==> src/rtl/stk_pkg.sv <==
// Shared types for the stack transfer engine.
// Assumes a byte count of at most 255 per sequence item.
package stk_pkg;

    localparam int LEN_W = 8;

    typedef enum logic [3:0] {
        OP_IDLE    = 4'd0,
        OP_PUSH    = 4'd1,
        OP_PULL    = 4'd2,
        OP_CALL    = 4'd3,
        OP_RET     = 4'd4,
        OP_LCALL   = 4'd5,
        OP_LRET    = 4'd6,
        OP_BRK     = 4'd7,
        OP_RTI     = 4'd8,
        OP_SETSP   = 4'd9,
        OP_SETBANK = 4'd10
    } stk_op_e;

    typedef enum logic [1:0] {
        SRC_REG  = 2'd0,
        SRC_PC   = 2'd1,
        SRC_STAT = 2'd2
    } stk_src_e;

    // One item of a sequence: direction, which word, how many bytes, final item or not.
    typedef struct packed {
        logic             is_push;
        stk_src_e         src;
        logic [LEN_W-1:0] len;
        logic             last;
    } stk_item_t;

endpackage

==> src/rtl/stk_seq_ctrl.sv <==
// Sequence controller: accepts requests, walks the items of each sequence one
// byte per cycle and raises the completion strobes.
// Assumes sp/bank loads are single-cycle and handled by the pointer unit.
module stk_seq_ctrl
    import stk_pkg::*;
#(
    parameter int NBYTES         = 8,
    parameter int CNT_W          = 4,
    parameter int SHORT_PC_BYTES = 2
) (
    input  logic             clk,
    input  logic             rst_n,
    input  logic             req_valid,
    input  logic [3:0]       req_op,
    input  logic [CNT_W-1:0] req_bytes,
    output logic             busy,
    output logic             accept,
    output logic             set_sp_en,
    output logic             set_bank_en,
    output logic             byte_push,
    output logic             byte_pull,
    output stk_src_e         cur_src,
    output logic [LEN_W-1:0] cur_len,
    output logic [LEN_W-1:0] cur_k,
    output logic             last_byte,
    output logic             done,
    output logic             pc_we,
    output logic             st_we,
    output logic             pull_valid
);

    stk_op_e          op_in;
    stk_op_e          op_q;
    logic             busy_q;
    logic             step_q;
    logic             done_q;
    logic [LEN_W-1:0] len_q;
    logic [LEN_W-1:0] k_q;
    logic             count_ok;
    logic             seq_ok;
    stk_item_t        cur;

    // Describes item 'step' of the sequence for operation 'op'.
    function automatic stk_item_t item_of(stk_op_e op, logic step, logic [LEN_W-1:0] nreg);
        stk_item_t it;
        it = '{is_push: 1'b1, src: SRC_REG, len: nreg, last: 1'b1};
        case (op)
            OP_PUSH:  it.is_push = 1'b1;
            OP_PULL:  it.is_push = 1'b0;
            OP_CALL:  begin it.src = SRC_PC; it.len = LEN_W'(SHORT_PC_BYTES); end
            OP_RET:   begin it.is_push = 1'b0; it.src = SRC_PC; it.len = LEN_W'(SHORT_PC_BYTES); end
            OP_LCALL: begin it.src = SRC_PC; it.len = LEN_W'(NBYTES); end
            OP_LRET:  begin it.is_push = 1'b0; it.src = SRC_PC; it.len = LEN_W'(NBYTES); end
            OP_BRK: begin
                it.len  = LEN_W'(NBYTES);
                it.src  = step ? SRC_PC : SRC_STAT;
                it.last = step;
            end
            OP_RTI: begin
                it.is_push = 1'b0;
                it.len     = LEN_W'(NBYTES);
                it.src     = step ? SRC_PC : SRC_STAT;
                it.last    = step;
            end
            default: it.is_push = 1'b1;
        endcase
        return it;
    endfunction

    // Decodes the incoming request and decides whether it is taken.
    always_comb begin
        op_in    = stk_op_e'(req_op);
        count_ok = (req_bytes != '0) && (int'(req_bytes) <= NBYTES);
        case (op_in)
            OP_PUSH, OP_PULL:                    seq_ok = count_ok;
            OP_CALL, OP_RET, OP_LCALL, OP_LRET,
            OP_BRK, OP_RTI:                      seq_ok = 1'b1;
            default:                             seq_ok = 1'b0;
        endcase
        accept      = req_valid && !busy_q && seq_ok;
        set_sp_en   = req_valid && !busy_q && (op_in == OP_SETSP);
        set_bank_en = req_valid && !busy_q && (op_in == OP_SETBANK);
    end

    // Current item and per-byte strobes.
    always_comb begin
        cur       = item_of(op_q, step_q, len_q);
        cur_src   = cur.src;
        cur_len   = cur.len;
        cur_k     = k_q;
        last_byte = (k_q == cur.len - LEN_W'(1));
        byte_push = busy_q && cur.is_push;
        byte_pull = busy_q && !cur.is_push;
    end

    // Sequence state: operation, item step, byte index, busy and done.
    always_ff @(posedge clk) begin
        if (!rst_n) begin
            busy_q <= 1'b0;
            done_q <= 1'b0;
            step_q <= 1'b0;
            op_q   <= OP_IDLE;
            len_q  <= '0;
            k_q    <= '0;
        end else begin
            done_q <= 1'b0;
            if (accept) begin
                busy_q <= 1'b1;
                op_q   <= op_in;
                len_q  <= LEN_W'(req_bytes);
                step_q <= 1'b0;
                k_q    <= '0;
            end else if (busy_q) begin
                if (last_byte) begin
                    k_q <= '0;
                    if (cur.last) begin
                        busy_q <= 1'b0;
                        done_q <= 1'b1;
                    end else begin
                        step_q <= 1'b1;
                    end
                end else begin
                    k_q <= k_q + LEN_W'(1);
                end
            end
        end
    end

    // Completion strobes, qualified by the finished operation.
    always_comb begin
        busy       = busy_q;
        done       = done_q;
        pull_valid = done_q && (op_q == OP_PULL);
        st_we      = done_q && (op_q == OP_RTI);
        pc_we      = done_q && (op_q inside {OP_CALL, OP_RET, OP_LCALL, OP_LRET, OP_BRK, OP_RTI});
    end

    // done only directly after a busy cycle, with busy dropped.
    a_r4_done_after_busy: assert property (@(posedge clk) disable iff (!rst_n)
        done_q |-> (!busy_q && $past(busy_q)));

    // the byte index never runs past the item length.
    a_r4_k_in_range: assert property (@(posedge clk) disable iff (!rst_n)
        busy_q |-> (k_q < cur.len));

    // busy cannot drop before the final byte of the final item.
    a_r4_busy_holds: assert property (@(posedge clk) disable iff (!rst_n)
        (busy_q && !last_byte) |=> busy_q);

endmodule

==> src/rtl/stk_ptr_unit.sv <==
// Stack pointer and bank register, and the stack memory address and strobes.
// Assumes push and pull strobes are never high together and that loads arrive
// only while no sequence runs.
module stk_ptr_unit #(
    parameter int          PTR_W   = 16,
    parameter int          BANK_W  = 16,
    parameter int unsigned SP_INIT = 32'h0000_FFFF,
    localparam int         ADDR_W  = BANK_W + PTR_W
) (
    input  logic              clk,
    input  logic              rst_n,
    input  logic              busy,
    input  logic              byte_push,
    input  logic              byte_pull,
    input  logic              set_sp_en,
    input  logic              set_bank_en,
    input  logic [PTR_W-1:0]  sp_load,
    input  logic [BANK_W-1:0] bank_load,
    output logic [PTR_W-1:0]  sp,
    output logic [BANK_W-1:0] bank,
    output logic [ADDR_W-1:0] mem_addr,
    output logic              mem_we,
    output logic              mem_re
);

    logic [PTR_W-1:0]  sp_q;
    logic [BANK_W-1:0] bank_q;

    // Pointer: direct load, post-decrement on push, pre-increment on pull.
    always_ff @(posedge clk) begin
        if (!rst_n) begin
            sp_q <= PTR_W'(SP_INIT);
        end else if (set_sp_en) begin
            sp_q <= sp_load;
        end else if (byte_push) begin
            sp_q <= sp_q - PTR_W'(1);
        end else if (byte_pull) begin
            sp_q <= sp_q + PTR_W'(1);
        end
    end

    // Bank register: loaded only by its own request.
    always_ff @(posedge clk) begin
        if (!rst_n) begin
            bank_q <= '0;
        end else if (set_bank_en) begin
            bank_q <= bank_load;
        end
    end

    // Memory address and strobes for the byte moved this cycle.
    always_comb begin
        mem_addr = {bank_q, (byte_pull ? sp_q + PTR_W'(1) : sp_q)};
        mem_we   = byte_push;
        mem_re   = byte_pull;
        sp       = sp_q;
        bank     = bank_q;
    end

    // every pushed byte moves the pointer down by one, modulo the width.
    a_r2_push_dec: assert property (@(posedge clk) disable iff (!rst_n)
        byte_push |=> (sp_q == $past(sp_q) - PTR_W'(1)));

    // every pulled byte moves the pointer up by one, modulo the width.
    a_r3_pull_inc: assert property (@(posedge clk) disable iff (!rst_n)
        byte_pull |=> (sp_q == $past(sp_q) + PTR_W'(1)));

    // the two memory strobes never overlap.
    a_r2_one_strobe: assert property (@(posedge clk) disable iff (!rst_n)
        !(mem_we && mem_re));

    // the bank cannot move while a sequence runs.
    a_r10_bank_steady: assert property (@(posedge clk) disable iff (!rst_n)
        busy |=> $stable(bank_q));

endmodule

==> src/rtl/stk_byte_path.sv <==
// Data path: captures the words of a request, selects the byte to write,
// and assembles pulled bytes into the register, program counter or status result.
// Assumes read data is valid in the cycle its address is driven.
module stk_byte_path
    import stk_pkg::*;
#(
    parameter int DATA_W = 64
) (
    input  logic              clk,
    input  logic              rst_n,
    input  logic              accept,
    input  logic [DATA_W-1:0] req_data,
    input  logic [DATA_W-1:0] req_pc,
    input  logic [DATA_W-1:0] req_status,
    input  logic [DATA_W-1:0] req_target,
    input  logic              byte_pull,
    input  stk_src_e          cur_src,
    input  logic [LEN_W-1:0]  cur_len,
    input  logic [LEN_W-1:0]  cur_k,
    input  logic              last_byte,
    input  logic [7:0]        mem_rdata,
    output logic [7:0]        mem_wdata,
    output logic [DATA_W-1:0] pull_data,
    output logic [DATA_W-1:0] pc_val,
    output logic [DATA_W-1:0] st_val
);

    logic [DATA_W-1:0] reg_q, pc_q, st_q;
    logic [DATA_W-1:0] acc_q, acc_next;
    logic [DATA_W-1:0] data_res, pc_res, st_res;
    logic [DATA_W-1:0] src_word;
    logic [LEN_W-1:0]  push_idx;

    // Push byte: highest requested byte first, lowest last.
    always_comb begin
        case (cur_src)
            SRC_PC:   src_word = pc_q;
            SRC_STAT: src_word = st_q;
            default:  src_word = reg_q;
        endcase
        push_idx  = cur_len - LEN_W'(1) - cur_k;
        mem_wdata = 8'(src_word >> {push_idx, 3'b000});
    end

    // Pull assembly: byte k goes to bit 8k, fresh zero word on the first byte.
    always_comb begin
        acc_next = ((cur_k == '0) ? '0 : acc_q) | (DATA_W'(mem_rdata) << {cur_k, 3'b000});
    end

    // Request capture at acceptance; the target is the default new program counter.
    always_ff @(posedge clk) begin
        if (!rst_n) begin
            reg_q <= '0;
            pc_q  <= '0;
            st_q  <= '0;
        end else if (accept) begin
            reg_q <= req_data;
            pc_q  <= req_pc;
            st_q  <= req_status;
        end
    end

    // Pull accumulator and the three result words.
    always_ff @(posedge clk) begin
        if (!rst_n) begin
            acc_q    <= '0;
            data_res <= '0;
            pc_res   <= '0;
            st_res   <= '0;
        end else begin
            if (accept) begin
                pc_res <= req_target;
            end else if (byte_pull) begin
                acc_q <= acc_next;
                if (last_byte) begin
                    case (cur_src)
                        SRC_PC:   pc_res   <= acc_next;
                        SRC_STAT: st_res   <= acc_next;
                        default:  data_res <= acc_next;
                    endcase
                end
            end
        end
    end

    assign pull_data = data_res;
    assign pc_val    = pc_res;
    assign st_val    = st_res;

    // a finished register pull has nothing above its byte count.
    a_r3_upper_zero: assert property (@(posedge clk) disable iff (!rst_n)
        (byte_pull && last_byte && cur_src == SRC_REG)
            |=> ((data_res >> {$past(cur_len), 3'b000}) == '0));

endmodule

==> src/rtl/stk_xfer_engine.sv <==
// Top of the stack transfer engine: controller, pointer unit and data path.
// Assumes a byte-wide stack memory with same-cycle read data.
module stk_xfer_engine
    import stk_pkg::*;
#(
    parameter int          DATA_W         = 64,
    parameter int          PTR_W          = 16,
    parameter int          BANK_W         = 16,
    parameter int          SHORT_PC_BYTES = 2,
    parameter int unsigned SP_INIT        = 32'h0000_FFFF,
    localparam int         NBYTES         = DATA_W / 8,
    localparam int         CNT_W          = $clog2(NBYTES + 1),
    localparam int         ADDR_W         = BANK_W + PTR_W
) (
    input  logic              clk,
    input  logic              rst_n,
    input  logic              req_valid,
    input  logic [3:0]        req_op,
    input  logic [CNT_W-1:0]  req_bytes,
    input  logic [DATA_W-1:0] req_data,
    input  logic [DATA_W-1:0] req_pc,
    input  logic [DATA_W-1:0] req_status,
    input  logic [DATA_W-1:0] req_target,
    output logic              busy,
    output logic              done,
    output logic [DATA_W-1:0] pull_data,
    output logic              pull_valid,
    output logic              pc_we,
    output logic [DATA_W-1:0] pc_val,
    output logic              st_we,
    output logic [DATA_W-1:0] st_val,
    output logic [PTR_W-1:0]  sp,
    output logic [BANK_W-1:0] bank,
    output logic [ADDR_W-1:0] mem_addr,
    output logic              mem_we,
    output logic              mem_re,
    output logic [7:0]        mem_wdata,
    input  logic [7:0]        mem_rdata
);

    logic             accept, set_sp_en, set_bank_en;
    logic             byte_push, byte_pull, last_byte;
    stk_src_e         cur_src;
    logic [LEN_W-1:0] cur_len, cur_k;

    stk_seq_ctrl #(
        .NBYTES         (NBYTES),
        .CNT_W          (CNT_W),
        .SHORT_PC_BYTES (SHORT_PC_BYTES)
    ) u_ctrl (
        .clk         (clk),
        .rst_n       (rst_n),
        .req_valid   (req_valid),
        .req_op      (req_op),
        .req_bytes   (req_bytes),
        .busy        (busy),
        .accept      (accept),
        .set_sp_en   (set_sp_en),
        .set_bank_en (set_bank_en),
        .byte_push   (byte_push),
        .byte_pull   (byte_pull),
        .cur_src     (cur_src),
        .cur_len     (cur_len),
        .cur_k       (cur_k),
        .last_byte   (last_byte),
        .done        (done),
        .pc_we       (pc_we),
        .st_we       (st_we),
        .pull_valid  (pull_valid)
    );

    stk_ptr_unit #(
        .PTR_W   (PTR_W),
        .BANK_W  (BANK_W),
        .SP_INIT (SP_INIT)
    ) u_ptr (
        .clk         (clk),
        .rst_n       (rst_n),
        .busy        (busy),
        .byte_push   (byte_push),
        .byte_pull   (byte_pull),
        .set_sp_en   (set_sp_en),
        .set_bank_en (set_bank_en),
        .sp_load     (req_data[PTR_W-1:0]),
        .bank_load   (req_data[BANK_W-1:0]),
        .sp          (sp),
        .bank        (bank),
        .mem_addr    (mem_addr),
        .mem_we      (mem_we),
        .mem_re      (mem_re)
    );

    stk_byte_path #(
        .DATA_W (DATA_W)
    ) u_path (
        .clk        (clk),
        .rst_n      (rst_n),
        .accept     (accept),
        .req_data   (req_data),
        .req_pc     (req_pc),
        .req_status (req_status),
        .req_target (req_target),
        .byte_pull  (byte_pull),
        .cur_src    (cur_src),
        .cur_len    (cur_len),
        .cur_k      (cur_k),
        .last_byte  (last_byte),
        .mem_rdata  (mem_rdata),
        .mem_wdata  (mem_wdata),
        .pull_data  (pull_data),
        .pc_val     (pc_val),
        .st_val     (st_val)
    );

endmodule

==> config.mk <==
export PLATFORM = sky130hd
export DESIGN_NAME = stk_xfer_engine
export DESIGN_NICKNAME = d
export VERILOG_FILES = /design/src/rtl/stk_pkg.sv /design/src/rtl/stk_seq_ctrl.sv /design/src/rtl/stk_ptr_unit.sv /design/src/rtl/stk_byte_path.sv /design/src/rtl/stk_xfer_engine.sv
export SDC_FILE = /design/constraint.sdc
export NUM_CORES = 1
export LEC_CHECK = 0
export BUFFER_PORTS_ARGS = -buffer_cell sky130_fd_sc_hd__buf_4
export CAP_MARGIN = 40
export CORE_AREA = 2 2 211 213
export DETAILED_ROUTE_END_ITERATION = 16
export DIE_AREA = 0 0 213 215
export PLACE_DENSITY = 0.83
export RECOVER_POWER = 100
export SYNTH_ARGS = -nofsm -noshare
export SYNTH_HDL_FRONTEND = slang
export SYNTH_SLANG_ARGS = --single-unit
==> constraint.sdc <==
create_clock -name clk -period 6.59 [get_ports clk]
set_clock_uncertainty 0.05 [all_clocks]
set_input_delay 0.659 -clock clk [delete_from_list [all_inputs] [get_ports clk]]
set_output_delay 0.659 -clock clk [all_outputs]
set_load 0.005 [all_outputs]
Word-level counts from Yosys, hierarchy flattened
Index checks and enable logic that the tools add are counted.
{ "classes": {"n_addsub": 5, "magnitude_cmp": 1, "n_eq_ne": 20, "n_shift": 2, "mux": 20, "bitwise": 7, "reduce_logical": 31} }
{ "ops": {"columns": ["op", "count"], "rows": [
  ["$mux 64", 5],
  ["$pmux 64 s2", 1],
  ["$or 64x64->64", 1],
  ["$shl 8x11->64", 1],
  ["$shr 64x11->8", 1],
  ["$mux 16", 3],
  ["$eq 4x3->1 const B", 8],
  ["$pmux 10 s3", 1],
  ["$add 16x1->16 const B", 1],
  ["$eq 4x2->1 const B", 4],
  ["$eq 4x4->1 const B", 4],
  ["$sub 16x1->16 const B", 1],
  ["$reduce_or 2->1", 6],
  ["$logic_and 1x1->1", 10],
  ["$add 8x1->8 const B", 1],
  ["$eq 8x8->1", 1],
  ["$logic_not 8->1", 1],
  ["$mux 8", 1],
  ["$reduce_and 4->1", 2],
  ["$reduce_or 4->1", 2],
  ["$sub 8x1->8 const B", 1],
  ["$sub 8x8->8", 1],
  ["$mux 1", 7],
  ["$not 1->1", 6],
  ["13 further kinds", 16]
]} }
{ "word_totals": {"regBits": 499, "input_bits": 275, "output_inout_bits": 271, "elab_cells": 101} }

Depth between registers and ports, before layout
{ "depth": {"word_depth": 8, "ltp_mapped": 16, "mapped_depth_nobuf": 13} }

Hierarchy
From an unflattened synthesis, not the netlist that was laid out.
{ "hier_totals": {"cells_unflattened": 2401, "hier_area_um2": 22540.4} }
{ "by_module_without_submodules": {"columns": ["module", "n_inst", "cells_per_inst", "area_each_um2", "seq_area_each_um2"], "rows": [
  ["stk_byte_path", 1, 1976, 19042.0, 8968.6],
  ["stk_ptr_unit", 1, 260, 2103.3, 640.6],
  ["stk_seq_ctrl", 1, 165, 1395.1, 380.4]
]} }

Worst setup path after synthesis
OpenSTA, ideal clock, no wires.
{ "synth_path": {"kind": "register -> output", "from": "register u_ctrl.op_q[1]", "to": "output port mem_wdata[0]", "t_arrival_ns": 3.444, "t_required_ns": 5.881, "path_slack_ns": 2.437, "stages_incl_launch_ff": 10, "n_path_buf": 3, "path_cell_list": "dfxtp_1 > clkbuf_1 > a21oi_1 > o2111ai_1 > fa_1 > clkbuf_1 > buf_1 > mux4_2 > mux4_2 > and2_1"} }
{ "synth_via": {"elab_chain_cells": 6, "word_cells_on_any_way": 16, "classes_between": "add/sub (2); eq/ne (8); shift (1); mux (2); reduce/logical (3)"} }
{ "synth_lines": {"columns": ["element", "line_no", "rtl"], "rows": [
  ["start, declared", "stk_seq_ctrl.sv:33", "stk_op_e op_q;"],
  ["start signal, assigned", "stk_seq_ctrl.sv:109", "op_q <= op_in;"],
  ["$eq 4x3->1 (tied with other cells)", "stk_seq_ctrl.sv:47", "case (op)"],
  ["$reduce_or 2->1 (no source line)", null, null],
  ["$pmux 10 s3 (*)", "stk_seq_ctrl.sv:47", null],
  ["$sub 8x1->8 (tied with other cells)", "stk_byte_path.sv:41", "push_idx = cur_len - LEN_W'(1) - cur_k;"],
  ["$sub 8x8->8 / $pmux 64 s2 (equally long branches)", "stk_byte_path.sv:41, stk_byte_path.sv:36", null],
  ["$shr 64x11->8 (*)", "stk_byte_path.sv:42", "mem_wdata = 8'(src_word >> {push_idx, 3'b000});"],
  ["end, declared", "stk_xfer_engine.sv:37", "output logic [7:0] mem_wdata,"]
]} }
Every way passes the cells marked *; elsewhere a longest branch is shown, timed or not.

Final worst setup path
{ "layout_path": {"from": "register u_ctrl.op_q[3]", "to": "output port mem_wdata[7]"} }
Same word-level chain as after synthesis.

==> impl_metrics.json <==
{
  "instances_no_fill": 3478,
  "cts_root_buf": "clkbuf_16",
  "syn_inst": 2454,
  "wl_mm": 77.23,
  "cp_slowest_cell": "clkbuf_2",
  "hp-class": "in -> reg",
  "ioPinCount": 546,
  "cp_max_fo": 64,
  "critPathKind": "reg -> out",
  "failed_checks": "max-capacitance violations, max-slew violations",
  "seq_area_frac_synth_pct": 44.96,
  "die_w_um": 213,
  "cts_max_path_buffers": 3,
  "outcome": "complete, but fails checks",
  "slew_viol_final": 310,
  "syn_area_um2": 22220,
  "track_usage_pct": 32.86,
  "fillCellCount": 3655,
  "fp.dieH_um": 215,
  "synth_area_per_cell_um2": 9.054,
  "grt_max_degree": 193,
  "tightestPinTransition_ns": 3.043,
  "drtIter0Drc": 1938,
  "area_delta_synth_final_pct": 24.81,
  "synth_edf_count": 0,
  "dp_hpwl_mm": 56.05,
  "antenna_found_initial": 2,
  "leakagePower_nw": 12.00,
  "port-buffer-count": 545,
  "path_common_cell": "mux4_2",
  "yosysUniqueCellTypes": 67,
  "total_power_w": 0.007202,
  "drc": 0,
  "cts_resized": 0,
  "fin_util_pct": 63.54,
  "die_area_um2": 45800,
  "max_cap_violations": 4,
  "cp.arrival_ns": 5.18,
  "core_um2": 43640,
  "finalCriticalPeriod_ns": 5.888,
  "critPathCaptureType": "output pin",
  "via_count": 20710,
  "cp.required_ns": 5.88,
  "hold_viol": 0,
  "gp_congestion": 0.9604,
  "cp_cell_sequence": "or4b_1 -> o21ai_0 -> nor2b_1 -> inv_1 -> ha_2 -> clkbuf_2 -> a22o_1 -> mux4_2 -> mux4_2 -> and2_1 -> buf_4",
  "setup_viol": 0,
  "drive_gt1_share_pct": 21.84,
  "critPathMaxStageDelay_ns": 0.73,
  "layout.nets": 3134,
  "rsz0062_at_grt": "false",
  "first_pass_iters": 6,
  "peakVddDrop_v": 0.0002529,
  "period_share_pct": 89.35,
  "grt_pass1_vias": 20200,
  "cts.sinks": 499,
  "via_per_inst": 5.956,
  "synth-async-reset-ratio_pct": 0,
  "avgRoutedWirePerCell_um": 22.21,
  "cts_tree": "done",
  "max_freq_mhz": 169.8,
  "tns_ns": 0,
  "synthesis.nets": 2743,
  "grt_pass1_wl_mm": 116.6,
  "clkTransAtPathRegs_ns": 0.06,
  "relSlewSlack_pct": -102.9,
  "grt.overflow.total": 0,
  "ant_nets": 0,
  "synth_ff_type": "dfxtp_1",
  "cts-hold-fix-buffers": 0,
  "htree_levels": 2,
  "initial_core_util_pct": 50.91,
  "startpoint_type": "flop",
  "yosysWarnings": 0,
  "place_inst": 3383,
  "power.density_nw_per_um2": 259.7,
  "clock_latency_ns": 0.60,
  "fp-row-count": 77,
  "ys_seq_elements": 499,
  "cts_buffers": 52,
  "post_cts_buffers": 0
}
==> metal layers <==
metal / routed length [um] / vias to the layer above / GRT usage [%]
met4: 4314 / 2 / 15.97
met1: 29320 / 10050 / 39.52
met3: 7117 / 198 / 8.651
li1: - / 9438 / -
met5: 14 / - / 0
met2: 36460 / 1026 / 54.27
==> synth_stat cells, types with 9 or more instances <==
master,count,area (um^2)
dfxtp_1,499,9990
a22o_1,84,735.7
nor2_1,31,116.4
o21a_1,34,255.2
o21ai_0,47,235.2
o22a_1,34,297.8
buf_6,9,101.4
clkbuf_1,180,675.7
buf_4,17,127.6
a21boi_1,9,67.56
a31o_2,11,96.34
a21boi_0,248,1862
o211a_1,103,1031
inv_1,22,82.58
o211ai_1,32,240.2
nor3_1,11,55.05
nand2_1,603,2263
a2bb2oi_1,19,166.4
and2_1,27,168.9
buf_2,19,95.09
buf_1,16,60.06
nand3_1,88,440.4
a21oi_1,13,65.06
xnor2_1,25,219.0
mux4_2,40,900.9
xor2_1,17,148.9
o22ai_1,15,93.84
ha_1,13,162.7
and3_1,10,62.56
nor2b_1,30,187.7
a22oi_1,59,442.9
mux2i_1,19,190.2
==> placed cells by master (no fill, tap or decap), types with 22 or more instances in the layout <==
cell type	instances
a21boi_0	255
a22o_1	84
a22oi_1	59
buf_4	299
clkbuf_1	111
clkbuf_16	53
clkbuf_4	163
dfxtp_1	499
inv_1	22
mux4_2	40
nand2_1	603
nand3_1	87
nor2_1	31
nor2b_1	30
o211a_1	103
o211ai_1	32
o21a_1	34
o21ai_0	47
o22a_1	34
xnor2_1	24
==> stage by stage <==
stage,area [um^2],hold WS (ns),worst slack [ns]
2_1_floorplan,22220,0.3902,2.437
3_3_place_gp,26260,0.3974,1.741
3_5_place_dp,26390,0.4033,1.696
4_1_cts,28180,0.2464,1.060
5_1_grt,27730,0.2566,0.3616
6_report,27730,0.2688,0.7021
==> cell type report <==
cell class,count,area (um^2),share of cell area [%]
diodes,1,2.502,0.009024
clock buffers,75,1529,5.514
clock inverters,19,265.3,0.9566
inverters,23,87.58,0.3159
multi-input cells,1691,11110,40.05
flip-flops and latches,499,9990,36.03
well taps,592,740.7,2.671
repair buffers,578,4009,14.46
==> power breakdown <==
part	total, W	internal, W	switching, W
Combinational	0.000889	0.000399	0.000490
Sequential	0.00323	0.00313	0.000100
Clock	0.00308	0.00184	0.00124
Total	0.00720	0.00537	0.00183
==> worst max-delay path: cells and delay by family (launching register included) <==
kind | cells | cell delay (ns)
AO/OA/AOI/OAI | 2 | 0.64
adder cells (fa/ha/maj) | 1 | 0.19
buffers and inverters | 3 | 0.99
flip-flops | 1 | 0.62
multiplexers | 2 | 0.99
AND/OR/NAND/NOR | 3 | 1.12
==> logic make-up (layout without fill, tap and decap cells) <==
| kind of cell | after synthesis | in the layout | synth area share [%] |
|---|---|---|---|
| compound gates | 740 | 740 | 26.44 |
| xor+xnor | 42 | 42 | 1.656 |
| fa+ha+maj | 14 | 14 | 0.8222 |
| buf+inv | 264 | 695 | 5.159 |
| flops | 499 | 499 | 44.96 |
| mux | 60 | 60 | 4.978 |
| other cells | 0 | 1 | 0 |
| simple gates | 835 | 835 | 15.98 |
==> worst paths after layout <==
check / startpoint / to / slack [ns] / depth (start not counted)
worst max-delay path: u_ctrl.op_q[3] / mem_wdata[7] / 0.70 / 11
worst min-delay path: req_target[7] / u_path.pc_val[7] / 0.27 / 3
worst max register to register: u_ctrl.op_q[0] / u_path.pull_data[23] / 0.86 / 14
worst min register to register: u_path.acc_q[58] / u_path.acc_q[58] / 0.42 / 1
==> state kept, by name (all words and copies together) (netlist names) <==
name / cells
u_path.reg_q: 64
u_ctrl.busy: 1
u_ctrl.op_q: 4
u_path.st_q: 64
u_path.pull_data: 64
u_path.acc_q: 64
u_path.pc_val: 64
u_path.pc_q: 64
u_ctrl.done: 1
u_path.st_val: 64
u_ctrl.cur_k: 8
u_ctrl.len_q: 4
u_ctrl.step_q: 1
u_ptr.sp: 16
u_ptr.bank: 16
(Power assumes the default switching activity.)
